===== config.mk =====
export PLATFORM = sky130hd
export DESIGN_NAME = spi_reg_master
export DESIGN_NICKNAME = d
export VERILOG_FILES = /design/src/rtl/spi_rm_pkg.sv /design/src/rtl/spi_rm_regs.sv /design/src/rtl/spi_rm_engine.sv /design/src/rtl/spi_reg_master.sv
export SDC_FILE = /design/constraint.sdc
export NUM_CORES = 1
export LEC_CHECK = 0
export ABC_AREA = 0
export BUFFER_PORTS_ARGS = -buffer_cell sky130_fd_sc_hd__buf_2
export CORE_ASPECT_RATIO = 1.25
export CORE_MARGIN = 2
export CORE_UTILIZATION = 59
export CTS_BUF_LIST = sky130_fd_sc_hd__clkbuf_8
export DETAILED_ROUTE_END_ITERATION = 12
export PLACE_DENSITY = 0.92
export SLEW_MARGIN = 20
export SYNTH_ARGS = -nofsm -noshare
export SYNTH_HDL_FRONTEND = slang
export SYNTH_HIERARCHICAL = 1
export SYNTH_SLANG_ARGS = --single-unit

===== constraint.sdc =====
create_clock -name clk -period 8.15 [get_ports clk]
set_input_delay 2.445 -clock clk [delete_from_list [all_inputs] [get_ports clk]]
set_output_delay 2.445 -clock clk [all_outputs]
set_load 0.02 [all_outputs]

===== src/rtl/spi_rm_pkg.sv =====
package spi_rm_pkg;

    typedef enum logic [1:0] {
        ST_IDLE = 2'd0,
        ST_LOW  = 2'd1,
        ST_HIGH = 2'd2
    } xfer_state_t;

    // register byte offsets
    localparam int OFS_CTRL = 0;
    localparam int OFS_STAT = 4;
    localparam int OFS_DATA = 8;
    localparam int OFS_CFG  = 12;

    // control bits
    localparam int CTL_EN = 0;
    localparam int CTL_RD = 1;
    localparam int CTL_WR = 2;

    // configuration field positions
    localparam int CFG_MASTER = 0;
    localparam int CFG_LSB    = 1;
    localparam int CFG_CMD    = 4;
    localparam int CFG_DAT    = 8;
    localparam int CFG_DIV    = 16;

endpackage


===== src/rtl/spi_rm_regs.sv =====
module spi_rm_regs
    import spi_rm_pkg::*;
#(
    parameter int ADDR_W  = 4,
    parameter int BUS_W   = 32,
    parameter int DATA_W  = 8,
    parameter int DIV_W   = 8,
    parameter int LEN_W   = 4,
    parameter int DIV_RST = 1
) (
    input  logic              clk,
    input  logic              rst_n,
    input  logic              bus_en,
    input  logic              bus_we,
    input  logic [ADDR_W-1:0] bus_addr,
    input  logic [BUS_W-1:0]  bus_wdata,
    output logic [BUS_W-1:0]  bus_rdata,
    input  logic              busy_i,
    input  logic              fin_rd_i,
    input  logic [DATA_W-1:0] rd_value_i,
    output logic              sel_o,
    output logic              start_o,
    output logic              start_rd_o,
    output logic              lsb_o,
    output logic [LEN_W-1:0]  cmd_len_o,
    output logic [LEN_W-1:0]  dat_len_o,
    output logic [DIV_W-1:0]  div_o,
    output logic [DATA_W-1:0] data_o
);

    logic              en_q, master_q, lsb_q;
    logic [LEN_W-1:0]  cmd_q, dat_q;
    logic [DIV_W-1:0]  div_q;
    logic [DATA_W-1:0] data_q;
    logic              wr_ctrl, wr_data, wr_cfg, len_ok, any_strobe;
    logic [LEN_W:0]    len_sum;

    assign wr_ctrl = bus_en && bus_we && (bus_addr == ADDR_W'(OFS_CTRL));
    assign wr_data = bus_en && bus_we && (bus_addr == ADDR_W'(OFS_DATA));
    assign wr_cfg  = bus_en && bus_we && (bus_addr == ADDR_W'(OFS_CFG));

    assign len_sum    = {1'b0, cmd_q} + {1'b0, dat_q};
    assign len_ok     = (len_sum != '0) && (len_sum <= (LEN_W+1)'(DATA_W));
    assign any_strobe = bus_wdata[CTL_WR] || bus_wdata[CTL_RD];

    assign start_o    = wr_ctrl && any_strobe && master_q && !busy_i && len_ok;
    assign start_rd_o = start_o && !bus_wdata[CTL_WR];

    always_ff @(posedge clk or negedge rst_n) begin
        if (!rst_n) begin
            en_q     <= 1'b0;
            master_q <= 1'b0;
            lsb_q    <= 1'b0;
            cmd_q    <= '0;
            dat_q    <= LEN_W'(DATA_W);
            div_q    <= DIV_W'(DIV_RST);
            data_q   <= '0;
        end else begin
            if (wr_ctrl) begin
                en_q <= bus_wdata[CTL_EN];
            end
            if (wr_cfg && !busy_i) begin
                master_q <= bus_wdata[CFG_MASTER];
                lsb_q    <= bus_wdata[CFG_LSB];
                cmd_q    <= bus_wdata[CFG_CMD +: LEN_W];
                dat_q    <= bus_wdata[CFG_DAT +: LEN_W];
                div_q    <= bus_wdata[CFG_DIV +: DIV_W];
            end
            if (fin_rd_i) begin
                data_q <= rd_value_i;
            end else if (wr_data && !busy_i) begin
                data_q <= bus_wdata[DATA_W-1:0];
            end
        end
    end

    always_comb begin
        bus_rdata = '0;
        if (bus_en) begin
            case (bus_addr)
                ADDR_W'(OFS_CTRL): bus_rdata[CTL_EN] = en_q;
                ADDR_W'(OFS_STAT): bus_rdata[0] = busy_i;
                ADDR_W'(OFS_DATA): bus_rdata[DATA_W-1:0] = data_q;
                ADDR_W'(OFS_CFG): begin
                    bus_rdata[CFG_MASTER]         = master_q;
                    bus_rdata[CFG_LSB]            = lsb_q;
                    bus_rdata[CFG_CMD +: LEN_W]   = cmd_q;
                    bus_rdata[CFG_DAT +: LEN_W]   = dat_q;
                    bus_rdata[CFG_DIV +: DIV_W]   = div_q;
                end
                default: bus_rdata = '0;
            endcase
        end
    end

    assign sel_o     = en_q;
    assign lsb_o     = lsb_q;
    assign cmd_len_o = cmd_q;
    assign dat_len_o = dat_q;
    assign div_o     = div_q;
    assign data_o    = data_q;

    // a strobe with master off leaves the engine idle
    a_r9_slave_ignores: assert property (@(posedge clk) disable iff (!rst_n)
        (wr_ctrl && any_strobe && !master_q && !busy_i) |=> !busy_i);

    // illegal total length never starts a transfer
    a_r11_bad_length: assert property (@(posedge clk) disable iff (!rst_n)
        (wr_ctrl && any_strobe && !len_ok && !busy_i) |=> !busy_i);

    // data register frozen during a transfer except for the read result
    a_r10_data_frozen: assert property (@(posedge clk) disable iff (!rst_n)
        (busy_i && !fin_rd_i) |=> (data_q == $past(data_q)));

    // configuration frozen during a transfer
    a_r10_cfg_frozen: assert property (@(posedge clk) disable iff (!rst_n)
        busy_i |=> (div_q == $past(div_q) && cmd_q == $past(cmd_q)));

endmodule


===== src/rtl/spi_rm_engine.sv =====
module spi_rm_engine
    import spi_rm_pkg::*;
#(
    parameter int DATA_W = 8,
    parameter int DIV_W  = 8,
    parameter int LEN_W  = 4
) (
    input  logic              clk,
    input  logic              rst_n,
    input  logic              start_i,
    input  logic              start_rd_i,
    input  logic              lsb_i,
    input  logic [LEN_W-1:0]  cmd_len_i,
    input  logic [LEN_W-1:0]  dat_len_i,
    input  logic [DIV_W-1:0]  div_i,
    input  logic [DATA_W-1:0] data_i,
    input  logic              miso_i,
    output logic              sclk_o,
    output logic              mosi_o,
    output logic              busy_o,
    output logic              fin_rd_o,
    output logic [DATA_W-1:0] rd_value_o
);

    localparam int IDX_W = (DATA_W > 1) ? $clog2(DATA_W) : 1;

    xfer_state_t       state_q, state_d;
    logic [DIV_W-1:0]  cnt_q, div_q;
    logic [LEN_W-1:0]  bit_q, last_q, txl_q, cmd_q, dat_q;
    logic              lsb_q, rd_q, sclk_q, mosi_q;
    logic [DATA_W-1:0] sh_q, rx_q;

    logic              half_done, last_bit, first_bit, next_bit, cap_en;
    logic [LEN_W-1:0]  start_len;
    logic [IDX_W-1:0]  cap_idx;
    int                cap_j, cap_pos;

    // bit k of a frame of len bits, taken from the low len bits of v
    function automatic logic tx_bit(logic [DATA_W-1:0] v, int len, logic lsb, int k);
        int idx;
        if (k >= len) return 1'b0;
        idx = lsb ? k : (len - 1 - k);
        return v[idx[IDX_W-1:0]];
    endfunction

    always_comb begin
        half_done = (cnt_q == div_q);
        last_bit  = (bit_q == last_q);
        start_len = start_rd_i ? cmd_len_i : (cmd_len_i + dat_len_i);
        first_bit = tx_bit(data_i, int'(start_len), lsb_i, 0);
        next_bit  = tx_bit(sh_q, int'(txl_q), lsb_q, int'(bit_q) + 1);
        cap_en    = rd_q && (bit_q >= cmd_q);
        cap_j     = int'(bit_q) - int'(cmd_q);
        cap_pos   = lsb_q ? cap_j : (int'(dat_q) - 1 - cap_j);
        cap_idx   = cap_pos[IDX_W-1:0];
    end

    // next-state logic
    always_comb begin
        state_d = state_q;
        unique case (state_q)
            ST_IDLE: if (start_i)   state_d = ST_LOW;
            ST_LOW:  if (half_done) state_d = ST_HIGH;
            ST_HIGH: if (half_done) state_d = last_bit ? ST_IDLE : ST_LOW;
            default: state_d = ST_IDLE;
        endcase
    end

    // state register
    always_ff @(posedge clk or negedge rst_n) begin
        if (!rst_n) state_q <= ST_IDLE;
        else        state_q <= state_d;
    end

    // datapath and pin registers
    always_ff @(posedge clk or negedge rst_n) begin
        if (!rst_n) begin
            cnt_q  <= '0;
            div_q  <= '0;
            bit_q  <= '0;
            last_q <= '0;
            txl_q  <= '0;
            cmd_q  <= '0;
            dat_q  <= '0;
            lsb_q  <= 1'b0;
            rd_q   <= 1'b0;
            sh_q   <= '0;
            rx_q   <= '0;
            sclk_q <= 1'b0;
            mosi_q <= 1'b0;
        end else begin
            unique case (state_q)
                ST_IDLE: begin
                    if (start_i) begin
                        cnt_q  <= '0;
                        div_q  <= div_i;
                        bit_q  <= '0;
                        last_q <= cmd_len_i + dat_len_i - LEN_W'(1);
                        txl_q  <= start_len;
                        cmd_q  <= cmd_len_i;
                        dat_q  <= dat_len_i;
                        lsb_q  <= lsb_i;
                        rd_q   <= start_rd_i;
                        sh_q   <= data_i;
                        rx_q   <= '0;
                        sclk_q <= 1'b0;
                        mosi_q <= first_bit;
                    end
                end
                ST_LOW: begin
                    if (half_done) begin
                        cnt_q  <= '0;
                        sclk_q <= 1'b1;
                        if (cap_en) rx_q[cap_idx] <= miso_i;
                    end else begin
                        cnt_q <= cnt_q + DIV_W'(1);
                    end
                end
                ST_HIGH: begin
                    if (half_done) begin
                        cnt_q  <= '0;
                        sclk_q <= 1'b0;
                        if (last_bit) begin
                            mosi_q <= 1'b0;
                        end else begin
                            bit_q  <= bit_q + LEN_W'(1);
                            mosi_q <= next_bit;
                        end
                    end else begin
                        cnt_q <= cnt_q + DIV_W'(1);
                    end
                end
                default: ;
            endcase
        end
    end

    assign sclk_o     = sclk_q;
    assign mosi_o     = mosi_q;
    assign busy_o     = (state_q != ST_IDLE);
    assign fin_rd_o   = (state_q == ST_HIGH) && half_done && last_bit && rd_q;
    assign rd_value_o = rx_q;

    // serial clock low whenever no transfer runs
    a_r5_sclk_idle_low: assert property (@(posedge clk) disable iff (!rst_n)
        (state_q == ST_IDLE) |-> !sclk_q);

    // SCLK only toggles after a full half period
    a_r5_half_period: assert property (@(posedge clk) disable iff (!rst_n)
        ((state_q != ST_IDLE) && ($past(state_q) != ST_IDLE) && (sclk_q != $past(sclk_q)))
        |-> ($past(cnt_q) == div_q));

    // MOSI only moves on a falling SCLK inside a transfer
    a_r5_mosi_on_fall: assert property (@(posedge clk) disable iff (!rst_n)
        ((state_q != ST_IDLE) && ($past(state_q) != ST_IDLE) && (mosi_q != $past(mosi_q)))
        |-> (!sclk_q && $past(sclk_q)));

    // MOSI quiet once the command of a read has been sent
    a_r7_mosi_quiet: assert property (@(posedge clk) disable iff (!rst_n)
        ((state_q != ST_IDLE) && rd_q && (bit_q >= txl_q)) |-> !mosi_q);

    // busy only begins after an accepted start
    a_r6_busy_from_start: assert property (@(posedge clk) disable iff (!rst_n)
        $rose(busy_o) |-> $past(start_i));

endmodule


===== src/rtl/spi_reg_master.sv =====
module spi_reg_master
    import spi_rm_pkg::*;
#(
    parameter int ADDR_W  = 4,
    parameter int BUS_W   = 32,
    parameter int DATA_W  = 8,
    parameter int DIV_W   = 8,
    parameter int DIV_RST = 1
) (
    input  logic              clk,
    input  logic              rst_n,
    input  logic              bus_en,
    input  logic              bus_we,
    input  logic [ADDR_W-1:0] bus_addr,
    input  logic [BUS_W-1:0]  bus_wdata,
    output logic [BUS_W-1:0]  bus_rdata,
    output logic              spi_sclk,
    output logic              spi_mosi,
    input  logic              spi_miso,
    output logic              spi_sel
);

    localparam int LEN_W = $clog2(DATA_W + 1);

    logic              busy, fin_rd, start, start_rd, lsb;
    logic [DATA_W-1:0] rd_value, data;
    logic [LEN_W-1:0]  cmd_len, dat_len;
    logic [DIV_W-1:0]  div;

    spi_rm_regs #(
        .ADDR_W (ADDR_W),
        .BUS_W  (BUS_W),
        .DATA_W (DATA_W),
        .DIV_W  (DIV_W),
        .LEN_W  (LEN_W),
        .DIV_RST(DIV_RST)
    ) u_regs (
        .clk       (clk),
        .rst_n     (rst_n),
        .bus_en    (bus_en),
        .bus_we    (bus_we),
        .bus_addr  (bus_addr),
        .bus_wdata (bus_wdata),
        .bus_rdata (bus_rdata),
        .busy_i    (busy),
        .fin_rd_i  (fin_rd),
        .rd_value_i(rd_value),
        .sel_o     (spi_sel),
        .start_o   (start),
        .start_rd_o(start_rd),
        .lsb_o     (lsb),
        .cmd_len_o (cmd_len),
        .dat_len_o (dat_len),
        .div_o     (div),
        .data_o    (data)
    );

    spi_rm_engine #(
        .DATA_W(DATA_W),
        .DIV_W (DIV_W),
        .LEN_W (LEN_W)
    ) u_engine (
        .clk       (clk),
        .rst_n     (rst_n),
        .start_i   (start),
        .start_rd_i(start_rd),
        .lsb_i     (lsb),
        .cmd_len_i (cmd_len),
        .dat_len_i (dat_len),
        .div_i     (div),
        .data_i    (data),
        .miso_i    (spi_miso),
        .sclk_o    (spi_sclk),
        .mosi_o    (spi_mosi),
        .busy_o    (busy),
        .fin_rd_o  (fin_rd),
        .rd_value_o(rd_value)
    );

endmodule


==> Implementation_results.wiki <==
{| class="wikitable"
! Metric !! Value
|-
| CTS clock-pin slew for the worst setup and hold paths || approximately 70 ps
|-
| Tightest slew margin relative to the limit || 36.0%
|-
| Insertion delay of the later-clocked pin in the worst-skew pair || between 300 and 400 ps
|-
| Horizontal die dimension || 87.6 microns
|-
| Pin slew with the least headroom to its limit || between 900 and 1000 ps
|-
| Unrepaired setup endpoints after global routing || no
|-
| Residual antenna-violating net count after detailed routing || 0
|-
| Compound-gate portion of the synthesized area || 11.1%
|-
| Crit path buf inv count || 2
|-
| Final Hold Fails || 0
|-
| Die area || 0.00950 sq mm
|-
| 1st-iter DRT viols || 243
|-
| Type of destination of the critical path || primary output
|-
| Die height || 108 microns
|-
| Synthesized instance count || 460
|-
| IO Pins || 76
|-
| Status || finished clean
|-
| Wire length per cell after detailed routing || roughly 18 microns
|-
| I/O Buffers || 51
|-
| All-layer global routing usage || a little over a quarter
|-
| Most used flip-flop cell after synthesis || dfrtp_1
|-
| Fraction of post-synthesis cell area in the top cell type by area || 39.8%
|-
| Remaining routing DRC violations || 0
|-
| Largest area contributor in the synthesized netlist || dfrtp_1
|-
| Number of global-route vias before repair || 3930
|-
| Hold path start || u_engine/txl_q[1]$_DFFE_PN0P_
|-
| Cell-by-cell trace of the critical path || buf_2, nor4b_2, and2_1, a22o_1, buf_2
|-
| Maximum frequency from static timing analysis || 163 MHz
|-
| Number of sinks driven by the clock tree || 84
|-
| Longest individual stage delay on the worst path || approximately 430 ps
|-
| Via density per instance || 5.91
|-
| Cell types occupying the most area after synthesis || dfrtp_1, mux2_2, ha_1
|-
| Leakage power total || 2.99 nW
|-
| Clock root cell || clkbuf_8
|-
| Critical path peak fanout || 5
|-
| Number of levels in the clock H-tree || 3
|-
| Critical path startpoint category || input port
|-
| Fraction of layout cells with a size suffix above 1 || 28.1%
|-
| Post-CTS setup buffer count || 0
|-
| Pin count of the biggest net entering global routing || 85
|-
| Sum of net half-perimeters after detailed placement || 8100 microns
|-
| Seq cells post-synth || 84
|-
| CTS Buf Count || 9
|-
| TritonCTS clock tree || yes
|-
| Commonest cells in the synthesized netlist || dfrtp_1, mux2_2, nand2_1
|-
| Cell type with the highest occurrence count on the critical path || buf_2
|-
| Critical path's slowest cell || nor4b_2
|-
| Tcrit/Tclk final || 75.1%
|-
| P&R area growth vs syn || 10.2%
|-
| Cell with the most instances after synthesis || dfrtp_1
|-
| Combinational family with the most area after synthesis || multiplexers
|-
| Max Root-Sink Buffers || 2
|-
| Sequential group share of total power || 41.5%
|-
| Count of flip-flops with a built-in enable after synthesis || 0
|-
| Finish-stage setup viols || 0
|-
| Wire length of the first global-routing pass || 19000 microns
|-
| Net switching power of the design || approximately 0.00043 W
|-
| Adder-cell area share of the yosys netlist || 8.02%
|-
| Data required time at the worst endpoint || 5710 ps
|-
| Post-synthesis cell type count || 63
|-
| Aggregate negative setup slack || 0 ps
|-
| Async SR Flop Fraction || between 90% and 100%
|-
| Mux cell area share after synthesis || roughly 16%
|-
| Worst hold path class || reg -> reg
|-
| Int Pwr || ~0.00082 W
|-
| Final worst path period need || 6120 ps
|-
| Synthesis Warnings || 6
|-
| Fillcell total || 617
|-
| Max-capacitance violation count || 0
|-
| Via count || between 3000 and 4000
|-
| Row Count || 38
|-
| R2R Path Start || u_regs/cmd_len_o[0]$_DFFE_PN0P_
|-
| Net count of the finished layout || roughly 580
|-
| First-pass iteration count of the detailed router || 4
|-
| Post-Syn Area per Cell || 11.2 sq um
|-
| Combinational cell fraction of total power || 32.7%
|-
| Share of synthesized area occupied by flip-flops and latches || 40.9%
|-
| Core Area || approximately 0.0086 sq mm
|-
| Aggregate global routing overflow || 0
|-
| Power Total || 0.00125 W
|-
| Type of the worst setup path || in -> out
|-
| Antenna violations before repair || 0
|-
| Xor and xnor area share after synthesis || under 10%
|-
| Final slew viol count || 0
|-
| Clk_skew || 7.52 ps
|-
| Total wirelength of the detailed-routed design || 11600 microns
|-
| Critical path launch point || bus_addr[1]
|-
| Cts repair resizes || 0
|-
| Largest delay contributor family on the critical path || simple AND/OR/NAND/NOR gates
|-
| Fraction of power consumed by the clock network || 25.8%
|-
| Power per cell area || 221 mW/mm^2
|-
| Data arrival time of the critical path || 3680 ps
|-
| Global placement routability congestion || between 0.8 and 0.9
|-
| Number of antenna repair diodes || 0
|-
| Post-synthesis instance area || 0.00515 sq mm
|-
| Sw Ratio || 34.6%
|-
| Starting Density || between 50 and 60%
|-
| Basic-gate share of the synthesized area counting and, or, nand and nor cells || a little over an eighth
|-
| Hold_buf cts || 0
|-
| Max VDD drop || 0.162 mV
|}
[layer usage]
layer	global-route usage, %	vias to the layer above	part of all wire, %
li1	-	1728	-
met1	30.7	1850	38
met2	43.8	123	53
met3	5.95	41	4.5
met4	14.7	0	4.6
met5	0	-	0
[layout by cell type (no fill, tap or decap), types with 3 or more instances in the layout]
master,n
a41o_1,8
buf_2,50
a22o_1,7
clkbuf_8,13
xor2_1,25
a21o_1,8
a31oi_1,10
a211oi_1,9
mux2_1,3
ha_1,25
mux2i_1,10
or2_2,3
inv_1,20
dfrtp_1,82
nand2b_1,8
o21ai_0,16
mux2_4,10
a21oi_1,9
nor2_1,21
conb_1,12
mux2_2,48
and3_1,7
nor2b_1,3
nand2_1,30
fa_1,5
and2_1,15
xnor2_1,6
nand3_1,7
[power by group through the flow]
stage / logic, W / clock network, W / registers [W]
final: 0.000409 / 0.000324 / 0.000519
after global routing: 0.000452 / 0.000344 / 0.000527
after CTS: 0.000404 / 0.000330 / 0.000518
after detailed placement: 0.000393 / 0 / 0.000526
after global placement: 0.000373 / 0 / 0.000522
after floorplan: 0.000305 / 0 / 0.000512
[registers in the layout (all words and copies together) (netlist names)]
signal / count
u_engine/rd_q: 1
u_engine/cmd_q: 4
u_engine/last_q: 4
u_engine/div_q: 8
u_engine/rd_value_o: 8
u_regs/sel_o: 1
u_engine/cnt_q: 8
u_regs/dat_len_o: 4
u_engine/mosi_o: 1
u_engine/sclk_o: 1
u_regs/data_o: 8
u_engine/bit_q: 4
u_engine/state_q: 2
u_regs/master_q: 1
u_engine/sh_q: 8
u_engine/lsb_q: 1
u_engine/txl_q: 4
u_engine/dat_q: 3
u_regs/div_o: 8
u_regs/lsb_o: 1
u_regs/cmd_len_o: 4
[cell type report]
| cell class | count | area (sq um) | area share, % |
|---|---|---|---|
| multi-input cells | 340 | 2850 | 50.2 |
| flip-flops and latches | 84 | 2100 | 37.1 |
| repair buffers | 53 | 277 | 4.87 |
| clock buffers | 13 | 179 | 3.15 |
| well taps | 120 | 150 | 2.65 |
| inverters | 20 | 75.1 | 1.32 |
| clock inverters | 3 | 42.5 | 0.750 |
[metrics by stage]
| step | utilization, % | setup slack [ps] | cell area (sq um) | hold WS, ps | cells |
|---|---|---|---|---|---|
| floorplan | - | 2210 | 5190 | 442 | 471 |
| global placement | 63.3 | 2060 | 5450 | 467 | 617 |
| detailed placement | 63.3 | 2050 | 5450 | 476 | 617 |
| CTS | 65.9 | 2040 | 5670 | 494 | 633 |
| global route | 65.9 | 1960 | 5670 | 526 | 633 |
| finish | 65.9 | 2030 | 5670 | 494 | 633 |
[tightest hold or removal path, cell delays in order (launching register included)]
cell	delay (ps)
dfrtp_1	350
nand2_1	50
o21ai_0	60
[cell families after synthesis]
group,Yosys count
muxes,72
AOI/OAI and AO/OA,79
xor gates and xnor gates,31
adders and majority gates,30
other,1
DFF,84
and+or+nand+nor,116
buffers and inverters,47
[final timing paths]
| path | slack, ps | depth (start not counted) | endpoint |
|---|---|---|---|
| worst max-delay path | 2030 | 5 | bus_rdata[1] |
| worst min-delay path | 490 | 2 | u_engine/txl_q[1]$_DFFE_PN0P_ |
| worst max register to register | 3340 | 14 | u_engine/mosi_o$_DFFE_PN0P_ |
| worst min register to register | 490 | 2 | u_engine/txl_q[1]$_DFFE_PN0P_ |
| max in group asynchronous | 5520 | 1 | u_regs/sel_o$_DFFE_PN0N_ |
| min in group asynchronous | 2110 | 1 | u_regs/data_o[4]$_DFFE_PN0P_ |
No activity file was read; power rests on OpenSTA's default activity.
